### src/rtl/kpad_pkg.sv
package kpad_pkg;

  localparam int KP_DW = 16;

  typedef enum logic [1:0] {
    KP_SEL_DATA = 2'd0,
    KP_SEL_STAT = 2'd1,
    KP_SEL_CFG  = 2'd2,
    KP_SEL_MASK = 2'd3
  } kp_sel_e;

  // control word as seen by the host
  function automatic logic [KP_DW-1:0] kp_stat_word(input logic pend, input logic scan,
                                                    input logic none_down,
                                                    input logic [2:0] deb);
    logic [KP_DW-1:0] w;
    w        = '0;
    w[15]    = pend;
    w[14]    = scan | none_down;
    w[13:11] = deb;
    return w;
  endfunction

  // configuration word: only mode bit 0 is visible
  function automatic logic [KP_DW-1:0] kp_cfg_word(input logic [1:0] mode);
    logic [KP_DW-1:0] w;
    w     = '0;
    w[14] = mode[0];
    return w;
  endfunction

endpackage

### src/rtl/kpad_keyvec.sv
module kpad_keyvec #(
  parameter int KEYS = 16,
  localparam int IDXW = $clog2(KEYS)
) (
  input  logic            clk,
  input  logic            rst_n,
  input  logic            key_vld,
  input  logic [IDXW-1:0] key_idx,
  input  logic            key_down,
  output logic [KEYS-1:0] down_q,
  output logic [KEYS-1:0] down_nxt
);

  for (genvar g = 0; g < KEYS; g++) begin : g_bit
    logic hit;
    assign hit         = key_vld && (key_idx == IDXW'(g));
    assign down_nxt[g] = hit ? key_down : down_q[g];
    always_ff @(posedge clk or negedge rst_n) begin
      if (!rst_n) down_q[g] <= 1'b0;
      else        down_q[g] <= down_nxt[g];
    end
  end

  AST_KEY_BIT_UPDATE: assert property (@(posedge clk) disable iff (!rst_n)
    key_vld |=> down_q[$past(key_idx)] == $past(key_down));

  AST_KEY_IDLE_HOLD: assert property (@(posedge clk) disable iff (!rst_n)
    !key_vld |=> $stable(down_q));

endmodule

### src/rtl/kpad_irq_fsm.sv
module kpad_irq_fsm #(
  parameter int KEYS = 16
) (
  input  logic            clk,
  input  logic            rst_n,
  input  logic [KEYS-1:0] down_nxt,
  input  logic [KEYS-1:0] mask_q,
  input  logic [1:0]      mode_q,
  input  logic            press_evt,
  input  logic            data_rd,
  input  logic            scan_ack,
  output logic            pend_q
);

  logic unmasked_any, set_evt, rd_ack, auto_rel, clr_evt;

  assign unmasked_any = |(down_nxt & ~mask_q);
  assign set_evt      = press_evt && unmasked_any && !pend_q;
  assign rd_ack       = data_rd && mode_q[1];
  assign auto_rel     = !mode_q[0] && !unmasked_any;
  assign clr_evt      = rd_ack || scan_ack || auto_rel;

  always_ff @(posedge clk or negedge rst_n) begin
    if (!rst_n)       pend_q <= 1'b0;
    else if (set_evt) pend_q <= 1'b1;
    else if (clr_evt) pend_q <= 1'b0;
  end

  AST_PRESS_SETS: assert property (@(posedge clk) disable iff (!rst_n)
    (press_evt && unmasked_any) |=> pend_q);

  AST_NO_SPURIOUS: assert property (@(posedge clk) disable iff (!rst_n)
    (!pend_q && !press_evt) |=> !pend_q);

  AST_AUTO_RELEASE: assert property (@(posedge clk) disable iff (!rst_n)
    (!mode_q[0] && !unmasked_any) |=> !pend_q);

  AST_HOLD_MODE1: assert property (@(posedge clk) disable iff (!rst_n)
    (pend_q && mode_q[0] && !rd_ack && !scan_ack) |=> pend_q);

  AST_READ_ACK: assert property (@(posedge clk) disable iff (!rst_n)
    (rd_ack && !press_evt) |=> !pend_q);

  AST_SCAN_ACK: assert property (@(posedge clk) disable iff (!rst_n)
    (scan_ack && !press_evt) |=> !pend_q);

endmodule

### src/rtl/kpad_regs.sv
module kpad_regs
  import kpad_pkg::*;
#(
  parameter int KEYS = 16
) (
  input  logic             clk,
  input  logic             rst_n,
  input  kp_sel_e          sel,
  input  logic             wr,
  input  logic [KP_DW-1:0] wdata,
  input  logic [KEYS-1:0]  down_q,
  input  logic             pend_q,
  output logic [KEYS-1:0]  mask_q,
  output logic [1:0]       mode_q,
  output logic             scan_ack,
  output logic [KP_DW-1:0] rdata
);

  logic       scan_q;
  logic [2:0] deb_q;
  logic       wr_stat, wr_cfg, wr_mask;

  assign wr_stat  = wr && (sel == KP_SEL_STAT);
  assign wr_cfg   = wr && (sel == KP_SEL_CFG);
  assign wr_mask  = wr && (sel == KP_SEL_MASK);
  assign scan_ack = wr_stat && wdata[14];

  always_ff @(posedge clk or negedge rst_n) begin
    if (!rst_n) begin
      scan_q <= 1'b1;
      deb_q  <= 3'd0;
      mode_q <= 2'd3;
      mask_q <= '0;
    end else begin
      if (wr_stat) begin
        scan_q <= wdata[14];
        deb_q  <= wdata[13:11];
      end
      if (wr_cfg)  mode_q <= wdata[15:14];
      if (wr_mask) mask_q <= wdata[KEYS-1:0];
    end
  end

  always_comb begin
    unique case (sel)
      KP_SEL_DATA: rdata = KP_DW'(down_q);
      KP_SEL_STAT: rdata = kp_stat_word(pend_q, scan_q, ~|down_q, deb_q);
      KP_SEL_CFG:  rdata = kp_cfg_word(mode_q);
      default:     rdata = KP_DW'(mask_q);
    endcase
  end

  AST_MODE_CAPTURE: assert property (@(posedge clk) disable iff (!rst_n)
    wr_cfg |=> mode_q == $past(wdata[15:14]));

  AST_MASK_CAPTURE: assert property (@(posedge clk) disable iff (!rst_n)
    wr_mask |=> mask_q == $past(wdata[KEYS-1:0]));

endmodule

### src/rtl/kpad_irq_ctrl.sv
module kpad_irq_ctrl
  import kpad_pkg::*;
#(
  parameter int KEYS = 16,
  localparam int IDXW = $clog2(KEYS)
) (
  input  logic            clk,
  input  logic            rst_n,
  input  logic            key_vld,
  input  logic [IDXW-1:0] key_idx,
  input  logic            key_down,
  input  logic [1:0]      reg_sel,
  input  logic            reg_wr,
  input  logic            reg_rd,
  input  logic [15:0]     reg_wdata,
  output logic [15:0]     reg_rdata,
  output logic            kp_irq_n
);

  kp_sel_e         sel;
  logic [KEYS-1:0] down_q, down_nxt, mask_q;
  logic [1:0]      mode_q;
  logic            pend_q, scan_ack, press_evt, data_rd;

  assign sel       = kp_sel_e'(reg_sel);
  assign press_evt = key_vld && key_down;
  assign data_rd   = reg_rd && (sel == KP_SEL_DATA);
  assign kp_irq_n  = ~pend_q;

  kpad_keyvec #(.KEYS(KEYS)) u_keyvec (
    .clk(clk), .rst_n(rst_n), .key_vld(key_vld), .key_idx(key_idx),
    .key_down(key_down), .down_q(down_q), .down_nxt(down_nxt)
  );

  kpad_irq_fsm #(.KEYS(KEYS)) u_irq (
    .clk(clk), .rst_n(rst_n), .down_nxt(down_nxt), .mask_q(mask_q),
    .mode_q(mode_q), .press_evt(press_evt), .data_rd(data_rd),
    .scan_ack(scan_ack), .pend_q(pend_q)
  );

  kpad_regs #(.KEYS(KEYS)) u_regs (
    .clk(clk), .rst_n(rst_n), .sel(sel), .wr(reg_wr), .wdata(reg_wdata),
    .down_q(down_q), .pend_q(pend_q), .mask_q(mask_q), .mode_q(mode_q),
    .scan_ack(scan_ack), .rdata(reg_rdata)
  );

  AST_RESET_LINE_HIGH: assert property (@(posedge clk)
    !rst_n |=> kp_irq_n);

endmodule

### config.mk
export PLATFORM = sky130hd
export DESIGN_NAME = kpad_irq_ctrl
export DESIGN_NICKNAME = d
export VERILOG_FILES = /design/src/rtl/kpad_pkg.sv /design/src/rtl/kpad_keyvec.sv /design/src/rtl/kpad_irq_fsm.sv /design/src/rtl/kpad_regs.sv /design/src/rtl/kpad_irq_ctrl.sv
export SDC_FILE = /design/constraint.sdc
export NUM_CORES = 1
export LEC_CHECK = 0
export BUFFER_PORTS_ARGS = -buffer_cell sky130_fd_sc_hd__buf_2
export CORE_ASPECT_RATIO = 1.5
export CORE_MARGIN = 5
export CORE_UTILIZATION = 50
export CTS_CLUSTER_DIAMETER = 120
export DETAILED_ROUTE_END_ITERATION = 8
export PLACE_DENSITY = 0.74
export SLEW_MARGIN = 40
export SYNTH_ARGS = -nofsm -noshare
export SYNTH_HDL_FRONTEND = slang
export SYNTH_HIERARCHICAL = 1
export SYNTH_SLANG_ARGS = --single-unit
### constraint.sdc
create_clock -name clk -period 3.3 [get_ports clk]
set_input_delay 0.495 -clock clk [delete_from_list [all_inputs] [get_ports clk]]
set_output_delay 0.495 -clock clk [all_outputs]
set_load 0.05 [all_outputs]
## Yosys cells after proc, flatten, opt, wreduce, memory -nomap -nowiden

Cells that the tools add are included.

| word-level totals | value |
|---|---|
| register bits | 39 |
| input port bits | 28 |
| word-level logic and storage cells | 99 |

| cells by class | value |
|---|---|
| eq/ne operators | 18 |
| muxes and demuxes | 19 |
| bitwise logic cells | 4 |
| reductions and logical operators | 37 |

Operator list:

| operator | number |
|---|---|
| case mux 16 bit (3 select lines) | 1 |
| == test 4 bit, second input constant | 8 |
| OR reduction 16 bit | 2 |
| logical AND 1 bit | 26 |
| two-way mux 1 bit | 18 |
| bitwise AND 16 bit | 1 |
| == test 4 x 3 -> 1 bit, second input constant | 4 |
| inverter 16 bit | 1 |
| == test 4 x 2 -> 1 bit, second input constant | 2 |
| == test 2 bit, second input constant | 2 |
| == test 4 x 1 -> 1 bit, second input constant | 1 |
| logical NOT 1 bit | 4 |
| logical NOT 4 bit | 1 |
| == test 2 x 1 -> 1 bit, second input constant | 1 |
| logical NOT 2 bit | 1 |
| logical OR 1 bit | 2 |
| nonzero test 2 bit | 1 |
| inverter 1 bit | 1 |
| OR 1 bit | 1 |

## Longest topological paths before layout

| logic depth | value |
|---|---|
| depth in word-level cells | 10 |
| gate-level depth with buffers | 9 |

## Modules after synthesis

Netlist, hierarchy kept.

By module, submodules not included:

| module | instances | cells each | area each (um^2) |
|---|---|---|---|
| kpad_regs | 1 | 92 | 1162.4 |
| kpad_keyvec | 1 | 59 | 725.7 |
| kpad_irq_fsm | 1 | 27 | 229.0 |
| kpad_irq_ctrl | 1 | 3 | 22.5 |

## Least setup slack after synthesis

OpenSTA, ideal clock, no wires.

| timing path | value |
|---|---|
| path type | in2out |
| from | input reg_sel[0] |
| to | output reg_rdata[11] |
| data arrival time | 1863 ps |
| required time | 2805 ps |
| path slack | 942 ps |
| stages | 3 |
| path buffers | 1 |
| cells stage by stage | buf_4 -> mux2i_1 -> o21ai_0 |

| between the ends | value |
|---|---|
| longest elaborated chain between the ends | 2 |
| elaborated cells between the ends (all ways) | 4 |

RTL lines:

| item | RTL line | text |
|---|---|---|
| start: declaration | kpad_irq_ctrl.sv:12 | `input logic [1:0] reg_sel,` |
| == test 2 bit (tied with other cells) | kpad_regs.sv:45 | `unique case (sel)` |
| case mux 16 bit (3 select lines) (*) | kpad_regs.sv:45 |  |
| end: declaration | kpad_irq_ctrl.sv:16 | `output logic [15:0] reg_rdata,` |

Mark *: on every way between the ends. The rest lies on a longest branch, timed or not.

## Worst setup path after layout

Ends and elaborated chain as after synthesis.

==> out/qor.txt <==
drt total wl: 4.920 mm
Seq/Total Area, Yosys: 0.4579
Net Sw Frac: 0.3296
first-pass GRT wire length: 8.335 mm
HP Class: in -> async
Fill cells: 351
Syn Inst Count: 181
largest net degree at the start of global routing: 40
share of the synthesized area in the top cell type: 0.4211
setup TNS: 0 ns
power per cell area: 648.2 nW/um^2
Worst setup EP type: primary output
CP startpoint kind: primary input
Clk pwr share: 0.293
CP arrival: 1.99 ns
placed inst area: 2367 sq um
Syn Nets: 209
Yosys top cell by area: dfrtp_1
Non-Filler Instances: 270
Starting Density: 0.5127
Hold Buf Count CTS: 0
CP Class: in -> out
count of final setup violators: 0
critical path peak fanout: 15
CTS tree: built
Top FF cell, synth: dfrtp_1
Post-synth EDFFs: 0
initial DRC count: 69
die width: 63.41 um
max cap viols: 0
initial antenna violation count: 0
DRC Markers: 0
htree depth: 2
Detailed Place HPWL: 3.679 mm
Overall Global Routing Usage: 0.1822
Area contributors post-synth: dfrtp_1 42%, mux2_2 13%, mux2_4 5.6%
DR vias: 1561
Area growth syn-to-layout: 16.96%
Yosys cell types: 34
Netlist Area Pre-Place: 2140 sq um
Slew headroom: 0.5343
min Tclk post-route: 2.489 ns
P_leak: 1.179 nW
Ports: 45
Inst Count DP: 262
# Post-CTS Setup Buffers: 0
Slew @ Worst Pin: 0.6986 ns
Comb power frac: 0.288
RSZ-0062 raised after global routing: false
Yosys warning total: 6
die area: 5714 sq um
layout cells sized above 1: 0.4375
switching power: 0.5346 mW
Peak VDD IR: 0.4050 mV
Final Cycle Share: 0.7543
outcome: finished, final reports clean
# rows: 29
port bufs: 44
final hold viol count: 0
clk_skew: 0.005932 ns
Mapped Avg Cell Area: 11.82 sq um
Routed Antenna Nets: 0
Int Pwr: 1.087 mW
Routed wire per std cell: 18.22 um
Die Y: 90.12 um
grt total ovfl: 0
Vias/cell: 5.781
Reg clk slew, reported paths: 0.08 ns
clock buffer count from CTS: 5
Net count, final: 251
async set-reset flop share out of synthesis: 1.000
Max Clock Freq: 401.7 MHz
FF+latch count, synth: 39
first-pass detailed-route iteration total: 4
TritonCTS Sinks: 39
Finished Cell Area: 2502 sq um
WP data required: 2.80 ns
pins over their slew limit: 0
cts repair resizes: 0
# diodes: 0
GP Congestion: 0.8758
root buf cell: clkbuf_8
minimum hold slack: 0.1518 ns
Clock Latency Late Sink: 0.30 ns
vias in the first global route: 1708
core area: 4173 sq um
clock tree buffer depth: 2
Flop pwr share: 0.418
## flip-flops by register name, indices dropped and copies added (netlist names)
signal           cells
u_regs/deb_q         3
u_irq/pend_q         1
u_regs/mask_q       16
u_keyvec/down_q     16
u_regs/mode_q        2
u_regs/scan_q        1
## cell families after synthesis
family,Yosys count,synth area share
flip-flops,39,0.4579
AND/OR/NAND/NOR,60,0.1813
AO/OA/AOI/OAI,26,0.1023
multiplexers,40,0.2216
buffers and inverters,16,0.03684
## synthesized netlist by cell type (2+ instances only)
cell type,number
dfrtp_1,36
nor2b_1,9
inv_1,7
nor3_1,4
nand3b_1,5
mux2_1,3
nand2_1,9
nand2b_1,2
mux2_2,24
nand3_1,3
a21o_1,2
mux2_4,8
nor4_1,4
nand4_1,2
buf_2,6
nor2b_4,3
and2_1,2
nor2_1,12
mux2i_1,5
a22o_1,11
o21ai_0,6
a2111oi_2,4
dfstp_2,3
## stage by stage
stage               utilization  power [mW]  worst slack (ns)
detailed placement       0.5673       1.157            0.8673
floorplan                     -       1.033            0.9422
global placement         0.5667       1.145            0.8885
CTS                      0.5991       1.635            0.8523
finish                   0.5997       1.622            0.8108
global route             0.5997       1.706            0.7560
## metal layers
metal	vias to the layer above	global-route usage	routed length (um)
li1	732	-	-
met1	777	0.2131	1937
met2	40	0.3102	2626
met3	12	0.04115	230
met4	0	0.08319	125
met5	-	0	0
## final timing paths
path,slack (ns),cells past startpoint,end,start
worst max-delay path,0.81,5,reg_rdata[11],reg_sel[0]
worst min-delay path,0.15,1,u_regs/mask_q[1],rst_n
worst max register to register,1.58,6,u_irq/pend_q,u_keyvec/down_q[12]
worst min register to register,0.50,2,u_regs/mode_q[0],u_regs/mode_q[0]
max in group asynchronous,2.77,1,u_regs/mode_q[1],rst_n
min in group clk,0.42,2,u_regs/mask_q[8],reg_wdata[8]
## cell type report
| type | count | area (sq um) | area share |
|---|---|---|---|
| Multi-Input combinational cell | 126 | 1084 | 0.4330 |
| Sequential cell | 39 | 979.7 | 0.3915 |
| Timing Repair Buffer | 44 | 222.7 | 0.08900 |
| Clock buffer | 6 | 72.57 | 0.02900 |
| Clock inverter | 2 | 60.06 | 0.02400 |
| Tap cell | 46 | 57.56 | 0.02300 |
| Inverter | 7 | 26.28 | 0.01050 |
## power groups by stage
stage,sequential [mW],clock [mW],combinational (mW)
final,0.678,0.476,0.468
after global routing,0.693,0.509,0.504
after CTS,0.679,0.485,0.471
after detailed placement,0.687,0,0.470
after global placement,0.685,0,0.460
after floorplan,0.651,0,0.382
## placed cells by master, fill, tap and decap left out, types with 6 or more instances in the layout
master | Yosys | routed
buf_2 | 6 | 43
dfrtp_1 | 36 | 36
mux2_2 | 24 | 24
nor2_1 | 12 | 11
a22o_1 | 11 | 11
nor2b_1 | 9 | 9
nand2_1 | 9 | 9
mux2_4 | 8 | 8
inv_1 | 7 | 7
o21ai_0 | 6 | 6
## critical path, cell delays in order
cell	delay, ns
buf_2	0.31
and2_1	0.64
nand2_1	0.13
o21ai_0	0.12
buf_2	0.30
(Power assumes the default switching activity.)
